## config.mk

```make
export PLATFORM = sky130hd
export DESIGN_NAME = spi_master_fifo
export DESIGN_NICKNAME = d
export VERILOG_FILES = /design/src/rtl/spi_pkg.sv /design/src/rtl/spi_fifo.sv /design/src/rtl/spi_shifter.sv /design/src/rtl/spi_master_fifo.sv
export SDC_FILE = /design/constraint.sdc
export NUM_CORES = 1
export LEC_CHECK = 0
export BUFFER_PORTS_ARGS = -buffer_cell sky130_fd_sc_hd__buf_4
export CORE_MARGIN = 4
export CORE_UTILIZATION = 30
export DETAILED_ROUTE_END_ITERATION = 6
export PLACE_DENSITY_LB_ADDON = 0.25
export SKIP_CTS_REPAIR_TIMING = 1
export SYNTH_ARGS = -nofsm -noshare
export SYNTH_HDL_FRONTEND = slang
export SYNTH_HIERARCHICAL = 1
export SYNTH_SLANG_ARGS = --single-unit
```

## constraint.sdc

```tcl
create_clock -name clk -period 3.45 [get_ports clk]
set_input_delay 0.1725 -clock clk [delete_from_list [all_inputs] [get_ports clk]]
set_output_delay 0.1725 -clock clk [all_outputs]
set_load 0.005 [all_outputs]
```

## src/rtl/spi_pkg.sv

```systemverilog
`timescale 1ns/1ps
package spi_pkg;
    typedef enum logic [1:0] {
        ST_IDLE,
        ST_SETUP,
        ST_LEAD,
        ST_TRAIL
    } shift_state_t;

    localparam logic [2:0] A_MODE   = 3'd0;
    localparam logic [2:0] A_CTRLA  = 3'd1;
    localparam logic [2:0] A_CTRLB  = 3'd2;
    localparam logic [2:0] A_STATUS = 3'd3;
    localparam logic [2:0] A_DATA   = 3'd4;
endpackage

```

## src/rtl/spi_fifo.sv

```systemverilog
`timescale 1ns/1ps
module spi_fifo #(
    parameter int DEPTH = 4,
    parameter int WIDTH = 8,
    localparam int PW = (DEPTH > 1) ? $clog2(DEPTH) : 1,
    localparam int CW = $clog2(DEPTH + 1)
) (
    input  logic             clk,
    input  logic             rst_n,
    input  logic             clr,
    input  logic             push,
    input  logic [WIDTH-1:0] wdata,
    input  logic             pop,
    output logic [WIDTH-1:0] rdata,
    output logic [CW-1:0]    count,
    output logic             full,
    output logic             empty
);
    logic [WIDTH-1:0] mem [DEPTH];
    logic [PW-1:0]    wp, rp;
    logic [CW-1:0]    cnt;
    logic             do_push, do_pop;

    function automatic logic [PW-1:0] nxt(input logic [PW-1:0] p);
        return (p == PW'(DEPTH - 1)) ? '0 : p + PW'(1);
    endfunction

    assign full    = (cnt == CW'(DEPTH));
    assign empty   = (cnt == '0);
    assign do_push = push && !full;
    assign do_pop  = pop && !empty;
    assign rdata   = mem[rp];
    assign count   = cnt;

    always_ff @(posedge clk) begin
        if (do_push && !clr) mem[wp] <= wdata;
    end

    always_ff @(posedge clk or negedge rst_n) begin
        if (!rst_n) begin
            wp  <= '0;
            rp  <= '0;
            cnt <= '0;
        end else if (clr) begin
            wp  <= '0;
            rp  <= '0;
            cnt <= '0;
        end else begin
            if (do_push) wp <= nxt(wp);
            if (do_pop)  rp <= nxt(rp);
            cnt <= cnt + CW'(do_push) - CW'(do_pop);
        end
    end


    fifo_bound_chk: assert property (@(posedge clk) disable iff (!rst_n)
        cnt <= CW'(DEPTH));

    fifo_no_overflow_chk: assert property (@(posedge clk) disable iff (!rst_n)
        (push && full && !pop && !clr) |=> (cnt == $past(cnt)));
endmodule

```

## src/rtl/spi_shifter.sv

```systemverilog
`timescale 1ns/1ps
module spi_shifter
    import spi_pkg::*;
#(
    parameter int DW   = 8,
    parameter int DIVW = 8,
    localparam int BCW = $clog2(DW + 1)
) (
    input  logic            clk,
    input  logic            rst_n,
    input  logic            enable,
    input  logic [DIVW-1:0] div,
    input  logic            cpol,
    input  logic            cpha,
    input  logic            lsb_first,
    input  logic            tx_valid,
    input  logic [DW-1:0]   tx_data,
    input  logic            rx_room,
    input  logic            miso,
    output logic            tx_pop,
    output logic            rx_push,
    output logic [DW-1:0]   rx_data,
    output logic            busy,
    output logic            sck,
    output logic            mosi
);
    shift_state_t    state, nxt_state;
    logic [DIVW-1:0] hc;
    logic [BCW-1:0]  bcnt;
    logic [DW-1:0]   tsh, rsh;
    logic            half_done, start, lead_edge, trail_edge, done;

    assign half_done  = (hc == div);
    assign start      = enable && (state == ST_IDLE) && tx_valid && rx_room;
    assign lead_edge  = enable && half_done &&
                        ((state == ST_SETUP) || (state == ST_TRAIL && bcnt != BCW'(DW)));
    assign trail_edge = enable && half_done && (state == ST_LEAD);
    assign done       = enable && half_done && (state == ST_TRAIL) && (bcnt == BCW'(DW));

    always_comb begin
        nxt_state = state;
        unique case (state)
            ST_IDLE:  if (start)     nxt_state = ST_SETUP;
            ST_SETUP: if (half_done) nxt_state = ST_LEAD;
            ST_LEAD:  if (half_done) nxt_state = ST_TRAIL;
            ST_TRAIL: if (half_done) nxt_state = (bcnt == BCW'(DW)) ? ST_IDLE : ST_LEAD;
        endcase
        if (!enable) nxt_state = ST_IDLE;
    end

    always_ff @(posedge clk or negedge rst_n) begin
        if (!rst_n) state <= ST_IDLE;
        else        state <= nxt_state;
    end

    always_ff @(posedge clk or negedge rst_n) begin
        if (!rst_n) begin
            hc   <= '0;
            bcnt <= '0;
            tsh  <= '0;
            rsh  <= '0;
        end else begin
            if (state == ST_IDLE || half_done || !enable) hc <= '0;
            else                                          hc <= hc + DIVW'(1);
            if (start) begin
                tsh  <= tx_data;
                bcnt <= '0;
            end
            if (lead_edge) begin
                if (cpha) begin
                    if (bcnt != '0) tsh <= lsb_first ? (tsh >> 1) : (tsh << 1);
                end else begin
                    rsh <= lsb_first ? {miso, rsh[DW-1:1]} : {rsh[DW-2:0], miso};
                end
            end
            if (trail_edge) begin
                if (cpha) begin
                    rsh <= lsb_first ? {miso, rsh[DW-1:1]} : {rsh[DW-2:0], miso};
                end else if (bcnt != BCW'(DW - 1)) begin
                    tsh <= lsb_first ? (tsh >> 1) : (tsh << 1);
                end
                bcnt <= bcnt + BCW'(1);
            end
        end
    end

    always_comb begin
        tx_pop  = start;
        rx_push = done;
        rx_data = rsh;
        busy    = (state != ST_IDLE);
        sck     = cpol ^ (state == ST_LEAD);
        mosi    = lsb_first ? tsh[0] : tsh[DW-1];
    end


    bcnt_range_chk: assert property (@(posedge clk) disable iff (!rst_n)
        bcnt <= BCW'(DW));

    half_count_chk: assert property (@(posedge clk) disable iff (!rst_n)
        (state != ST_IDLE) |-> (hc <= div));

    rx_room_chk: assert property (@(posedge clk) disable iff (!rst_n)
        rx_push |-> rx_room);
endmodule

```

## src/rtl/spi_master_fifo.sv

```systemverilog
`timescale 1ns/1ps
module spi_master_fifo
    import spi_pkg::*;
#(
    parameter int DEPTH = 4,
    parameter int DW    = 8,
    parameter int DIVW  = 8,
    localparam int LW   = (DEPTH > 1) ? $clog2(DEPTH) : 1,
    localparam int CW   = $clog2(DEPTH + 1)
) (
    input  logic        clk,
    input  logic        rst_n,
    input  logic        bus_wr,
    input  logic        bus_rd,
    input  logic [2:0]  bus_addr,
    input  logic [15:0] bus_wdata,
    output logic [15:0] bus_rdata,
    output logic        sck,
    output logic        mosi,
    input  logic        miso,
    output logic        irq
);
    logic            run, cpol, cpha, lsb, ie, ovf;
    logic [LW-1:0]   lvl;
    logic [DIVW-1:0] div;
    logic            wr_mode, wr_ctla, wr_ctlb, wr_data, rd_data, flush;
    logic            tx_full, tx_empty, rx_full, rx_empty, tx_pop, rx_push, busy, thr;
    logic [DW-1:0]   tx_head, rx_head, rx_word;
    logic [CW-1:0]   tx_cnt, rx_cnt;
    logic            unused_bits;

    assign unused_bits = ^{bus_wdata[7:4], tx_cnt};
    assign wr_mode = bus_wr && (bus_addr == A_MODE);
    assign wr_ctla = bus_wr && (bus_addr == A_CTRLA);
    assign wr_ctlb = bus_wr && (bus_addr == A_CTRLB);
    assign wr_data = bus_wr && (bus_addr == A_DATA);
    assign rd_data = bus_rd && (bus_addr == A_DATA);
    assign flush   = wr_mode && !bus_wdata[0] && bus_wdata[1];

    always_ff @(posedge clk or negedge rst_n) begin
        if (!rst_n) begin
            run  <= 1'b0;
            cpol <= 1'b0;
            cpha <= 1'b0;
            lsb  <= 1'b0;
            ie   <= 1'b0;
            lvl  <= '0;
            div  <= '0;
            ovf  <= 1'b0;
        end else begin
            if (wr_mode) run <= bus_wdata[0];
            if (wr_ctla) begin
                ie  <= bus_wdata[3];
                lvl <= bus_wdata[12 +: LW];
                if (!run) begin
                    cpol <= bus_wdata[0];
                    cpha <= bus_wdata[1];
                    lsb  <= bus_wdata[2];
                end
            end
            if (wr_ctlb && !run) div <= bus_wdata[8 +: DIVW];
            if (flush)                          ovf <= 1'b0;
            else if (wr_data && run && tx_full) ovf <= 1'b1;
        end
    end

    spi_fifo #(.DEPTH(DEPTH), .WIDTH(DW)) u_txq (
        .clk(clk), .rst_n(rst_n), .clr(flush),
        .push(wr_data && run), .wdata(bus_wdata[DW-1:0]),
        .pop(tx_pop), .rdata(tx_head), .count(tx_cnt),
        .full(tx_full), .empty(tx_empty)
    );

    spi_fifo #(.DEPTH(DEPTH), .WIDTH(DW)) u_rxq (
        .clk(clk), .rst_n(rst_n), .clr(flush),
        .push(rx_push), .wdata(rx_word),
        .pop(rd_data), .rdata(rx_head), .count(rx_cnt),
        .full(rx_full), .empty(rx_empty)
    );

    spi_shifter #(.DW(DW), .DIVW(DIVW)) u_shift (
        .clk(clk), .rst_n(rst_n), .enable(run), .div(div),
        .cpol(cpol), .cpha(cpha), .lsb_first(lsb),
        .tx_valid(!tx_empty), .tx_data(tx_head), .rx_room(!rx_full),
        .miso(miso), .tx_pop(tx_pop), .rx_push(rx_push), .rx_data(rx_word),
        .busy(busy), .sck(sck), .mosi(mosi)
    );

    assign thr = (rx_cnt >= (CW'(lvl) + CW'(1)));
    assign irq = ie && thr;

    always_comb begin
        bus_rdata = '0;
        case (bus_addr)
            A_MODE:   bus_rdata[0] = run;
            A_CTRLA:  begin
                bus_rdata[3:0]       = {ie, lsb, cpha, cpol};
                bus_rdata[12 +: LW]  = lvl;
            end
            A_CTRLB:  begin
                bus_rdata[8 +: DIVW] = div;
                bus_rdata[3:0]       = 4'(DW);
            end
            A_STATUS: bus_rdata[3:0] = {run, ovf, thr, tx_empty && !busy};
            A_DATA:   bus_rdata[DW-1:0] = rx_head;
            default:  bus_rdata = '0;
        endcase
    end


    cfg_locked_chk: assert property (@(posedge clk) disable iff (!rst_n)
        (wr_ctlb && run) |=> $stable(div));

    ovf_sticky_chk: assert property (@(posedge clk) disable iff (!rst_n)
        (ovf && !flush) |=> ovf);

    irq_needs_data_chk: assert property (@(posedge clk) disable iff (!rst_n)
        rx_empty |-> !irq);

    idle_level_chk: assert property (@(posedge clk) disable iff (!rst_n)
        !run |=> (sck == cpol));
endmodule

```

Word-level counts from Yosys, hierarchy flattened
Memories as Yosys holds them, arrays and structs flattened.
Cells that the tools add are included.
{"block": "totals", "in_bits": 24, "ram_bits": 64, "mem_count": 2, "elab_cells": 158, "reg_bits": 60}
{"name": "u_rxq.mem", "depth": 4, "word_bits": 8, "read_ports": 1, "rd_clocked_by_memory_dff": 0, "write_ports": 1, "line_no": "spi_fifo.sv:19", "rtl": "logic [WIDTH-1:0] mem [DEPTH];"}
{"name": "u_txq.mem", "depth": 4, "word_bits": 8, "read_ports": 1, "rd_clocked_by_memory_dff": 0, "write_ports": 1, "line_no": "spi_fifo.sv:19"}
{"block": "classes", "add_sub_neg": 11, "bitwise_logic": 2, "n_eq_ne": 21, "n_reduce_logical": 52, "magnitude_cmp": 1, "muxes": 50}
{"op": "8-bit 2-to-1 mux", "n": 14}
{"op": "2-bit 2-to-1 mux", "n": 19}
{"op": "1-bit logical AND", "n": 27}
{"op": "4-bit 2-to-1 mux", "n": 4}
{"op": "2-bit nonzero test", "n": 7}
{"op": "2-bit equality test (second input constant)", "n": 6}
{"op": "3-bit case mux with 4 select lines", "n": 1}
{"op": "3-bit equality test (second input constant)", "n": 3}
{"op": "3-bit zero test", "n": 3}
{"op": "3-bit by 2-bit inequality test with 1-bit output (second input constant)", "n": 3}
{"op": "2-bit by 1-bit adder with 2-bit output (second input constant)", "n": 4}
{"op": "8-bit by 1-bit adder with 8-bit output (second input constant)", "n": 1}
{"op": "8-bit equality test", "n": 1}
{"op": "1-bit zero test", "n": 8}
{"op": "2-bit case mux with 4 select lines", "n": 1}
{"op": "1-bit 2-to-1 mux", "n": 7}
{"op": "3-bit by 1-bit adder with 3-bit output", "n": 2}
{"op": "3-bit by 2-bit equality test with 1-bit output (second input constant)", "n": 2}
{"op": "3-bit 2-to-1 mux", "n": 2}
{"op": "3-bit by 1-bit subtractor with 3-bit output", "n": 2}
{"op": "4-bit by 1-bit adder with 4-bit output (second input constant)", "n": 1}
{"op": "4-bit equality test (second input constant)", "n": 1}
{"op": "4-bit by 3-bit inequality test with 1-bit output (second input constant)", "n": 1}
{"op": "4-bit inequality test (second input constant)", "n": 1}
{"op": "14 further kinds", "n": 16}

Longest topological paths before layout
{"block": "logic_depth", "depth_word": 11, "mapped_depth": 15}

By module
Netlist, hierarchy kept.
{"module": "spi_shifter", "area_per_inst_um2": 1795.5, "seq_area_each_um2": 750.7, "instances": 1, "cells_each": 164}
{"module": "spi_fifo at u_txq", "area_per_inst_um2": 1620.3, "seq_area_each_um2": 1136.1, "instances": 1, "cells_each": 89}
{"module": "spi_fifo at u_rxq", "area_per_inst_um2": 1609.0, "seq_area_each_um2": 1136.1, "instances": 1, "cells_each": 89}
{"module": "spi_master_fifo", "area_per_inst_um2": 1024.7, "seq_area_each_um2": 400.4, "instances": 1, "cells_each": 93}

Worst setup path after synthesis
OpenSTA, ideal clock, no wires.
{"block": "synth_path", "path_kind": "register to register", "start": "register u_shift.hc[0]", "end": "register u_rxq.cnt[2] (netlist: u_rxq/count[2])", "stages_incl_launch_ff": 16, "period_less_slack_ns": 2.732, "t_required_ns": 3.320, "arrival_time_ns": 2.603, "path_buffers": 1, "setup_slack_ns": 0.718, "path_cell_list": "dfrtp_1 xnor2_1 and4_1 clkbuf_1 nand2_1 nor4_1 inv_1 nor2_1 inv_1 ha_1 inv_1 ha_1 inv_1 fa_1 xnor2_1 nor2_1"}
{"block": "synth_between", "elab_chain_len": 8}
{"element": "start, declared", "line_no": "spi_shifter.sv:28", "rtl": "logic [DIVW-1:0] hc;"}
{"element": "start signal, assigned", "line_no": "spi_shifter.sv:64", "rtl": "else hc <= hc + DIVW'(1);"}
{"element": "8-bit equality test", "line_no": "spi_shifter.sv:33", "rtl": "assign half_done = (hc == div);"}
{"element": "1-bit logical AND (3 in a row)", "line_no": "spi_shifter.sv:38", "rtl": "assign done = enable && half_done && (state == ST_TRAIL) && (bcnt == BCW'(DW));"}
{"element": "net rx_push", "line_no": "spi_master_fifo.sv:27", "rtl": "logic tx_full, tx_empty, rx_full, rx_empty, tx_pop, rx_push, busy, thr;"}
{"element": "1-bit logical AND", "line_no": "spi_fifo.sv:30", "rtl": "assign do_push = push && !full;"}
{"element": "3-bit by 1-bit adder with 3-bit output", "line_no": "spi_fifo.sv:51", "rtl": "cnt <= cnt + CW'(do_push) - CW'(do_pop);"}
{"element": "3-bit by 1-bit subtractor with 3-bit output", "line_no": "spi_fifo.sv:51"}
{"element": "3-bit 2-to-1 mux", "line_no": "spi_fifo.sv:44", "rtl": "end else if (clr) begin"}
{"element": "end signal, assigned", "line_no": "spi_fifo.sv:51"}
{"element": "end, declared", "line_no": "spi_fifo.sv:21", "rtl": "logic [CW-1:0] cnt;"}
The timed path passes the listed nets, and every way through them passes these cells.
A chain may end at the register's enable or synchronous reset.

Worst setup path in the final report
Ends and elaborated chain as after synthesis.

==> metrics <==
Initial DRC Count 152; clk buf depth 2; detailed placer's ending HPWL just under 9 mm; crit path capture type flip-flop; number of global-route vias before repair 3853; DR WL/cell ~16 um; FILL cells 1933; Synth Instances 435; Cell Pwr Density 654 nW/um2; Syn-to-layout area delta 21.8%; RePlAce Congestion roughly 0.76; actual slew at the worst max-slew pin 0.864 ns; asr flop ratio synth a little under 50%; I/O Pins 43; critical path type flip-flop to flip-flop; die height 150 um; final hold violations 0; Worst-Skew Late Latency about 0.4 ns; Synth Cell Area 6050 um2; via count 3583; Die Area ~23000 um2; Mean Syn Cell Area 13.9 um2; Starting Density 30.8%; EDFF count, synth 64; clock sink count 124; status complete, no violations; Synth warnings 6; Max Cap Viol 0; Clock Skews 0.00802 ns; Post-DRT Antenna Nets 0; Num CTS Buffers 17; HP Class input pin to flip-flop; global-route wire length before repair 20.2 mm; initial antenna violation count 0; unrepaired setup endpoints after global routing no; pin count of the biggest net entering global routing 61; total global-route track usage 11.7%; clk root buf clkbuf_16; Leak Pwr 2.95 nW; TritonCTS clock tree done; share of cells above drive strength 1 about 26%; synth unique cells 59; top_reg_cell synth edfxtp_1; DRT Wirelength 12.3 mm; nets 546; Final min period slightly above 3 ns; Worst EP required 3.75 ns; fin util 37.5%; #FFs+latches synth 124; diodes inserted 0; drt pass-1 iters 4; register area share after synthesis between 50 and 60%; fin crit share 88.7%; Die Wd 150 um; vias per cell between 4 and 5; final setup fails 0; highest clock rate 327 MHz; core area between 15000 and 20000 um2; floorplan row count between 50 and 60; # H-tree levels 4; crit path max fanout 8; Worst IR Drop VDD between 0.3 and 0.4 mV; Startpoint Class flip-flop; CTS clock-pin slew for the worst setup and hold paths 0.06 ns; CP arrival 3.36 ns; grt ovf 0; Syn Nets between 400 and 500; Slew headroom 42.4%; setup_tns 0 ns; Remaining DRCs 0; max-slew violation count 0; PortBufs 42
state kept, by name, summed over array words and instances, names as in the netlist, 3 cells and up:
register         flops
u_rxq/mem           32
u_txq/mem           32
div                  8
u_shift/hc           8
u_shift/rx_data      8
u_shift/tsh          8
u_shift/bcnt         4
u_rxq/count          3
u_txq/count          3
final timing paths:
| path | cells past startpoint | start | slack (ns) | to |
|---|---|---|---|---|
| worst min-delay path | 2 | bus_wdata[13] | 0.02 | lvl[1] |
| max in group asynchronous | 2 | rst_n | 2.53 | u_txq/wp[0] |
| worst max register to register | 14 | u_shift/hc[0] | 0.39 | u_rxq/count[2] |
| worst min register to register | 2 | ovf | 0.50 | ovf |
| worst max-delay path | 14 | u_shift/hc[0] | 0.39 | u_rxq/count[2] |
| min in group asynchronous | 2 | rst_n | 0.39 | u_shift/rx_data[2] |
cells by family after synthesis:
logic type	after synthesis	synth area share [%]
AO/OA/AOI/OAI	37	4.86
XOR/XNOR	20	2.90
adder cells (fa/ha/maj)	22	4.80
buffers and inverters	45	3.00
flip-flops	124	56.6
multiplexers	75	16.4
AND/OR/NAND/NOR	112	11.4
where the power goes:
group / total (mW) / switching (mW) / leakage (nW) / internal, mW
Sequential: 2.08 / 0.324 / 1.35 / 1.75
Clock: 1.66 / 0.649 / 0.264 / 1.01
Combinational: 1.08 / 0.478 / 1.34 / 0.604
Total: 4.82 / 1.45 / 2.95 / 3.37
critical path, stage by stage, from the launching register on:
cell	delay, ns
dfrtp_1	0.44
xnor2_1	0.21
and4_1	0.38
nand2_1	0.08
nor4_1	0.36
inv_1	0.16
nor2_1	0.17
inv_1	0.06
ha_1	0.26
inv_1	0.05
ha_1	0.13
inv_1	0.04
fa_1	0.38
xnor2_1	0.17
nor2_1	0.06
layout by cell type (no fill, tap or decap), drive strengths merged, types with 4 or more instances in the layout:
master	count
xnor2	12
nand4	4
nand3	8
dfrtp	60
mux4	16
clkinvlp	4
clkinv	5
mux2	34
clkbuf	19
nor2b	9
dlygate4sd3	15
edfxtp	64
mux2i	25
xor2	8
a21oi	6
ha	20
buf	46
nor2	24
o21ai	6
o31ai	5
and3	5
nand2	13
and2	23
nor3b	4
a22oi	4
inv	33
or3	4
area by class of cell:
class	count	area, um2	area share, %
Multi-Input combinational cell	266	2440	33.2
Clock inverter	13	118	1.60
Clock buffer	19	443	6.01
Sequential cell	124	3420	46.5
Timing Repair Buffer	61	495	6.72
Inverter	30	113	1.53
Tap cell	265	332	4.50
stage by stage:
| stage | setup slack, ns | hold WS, ns | std cells | area (um2) | power [mW] |
|---|---|---|---|---|---|
| after global routing | 0.196 | 0.00455 | 778 | 7370 | 5.14 |
| after floorplan | 0.718 | -0.123 | 435 | 6050 | 2.84 |
| after global placement | 0.496 | 0.312 | 731 | 6660 | 3.15 |
| after CTS | 0.410 | -0.124 | 763 | 7220 | 4.88 |
| final | 0.391 | 0.0247 | 778 | 7370 | 4.82 |
| after detailed placement | 0.432 | 0.319 | 731 | 6660 | 3.20 |
routing by layer:
layer / wire length, um / global-route usage, % / share of wire, % / up-vias
li1: - / - / - / 1735
met1: 5650 / 14.8 / 46 / 1802
met2: 6260 / 19.7 / 51 / 35
met3: 300 / 2.91 / 2.4 / 11
met4: 131 / 3.84 / 1.1 / 0
met5: 0 / 0 / 0 / -
synthesized netlist by cell type, drive strengths merged (7+ instances only):
cell type,n,area [um2]
edfxtp,64,1920
dfrtp,60,1500
mux2,34,383
inv,30,113
mux2i,25,250
nor2,24,97.6
and2,23,148
ha,20,250
mux4,16,360
nand2,13,48.8
xnor2,12,105
nor2b,9,56.3
buf,8,42.5
nand3,8,40.0
xor2,8,70.1
clkbuf,7,26.3
Note: power is estimated with default switching activity, not from simulation.
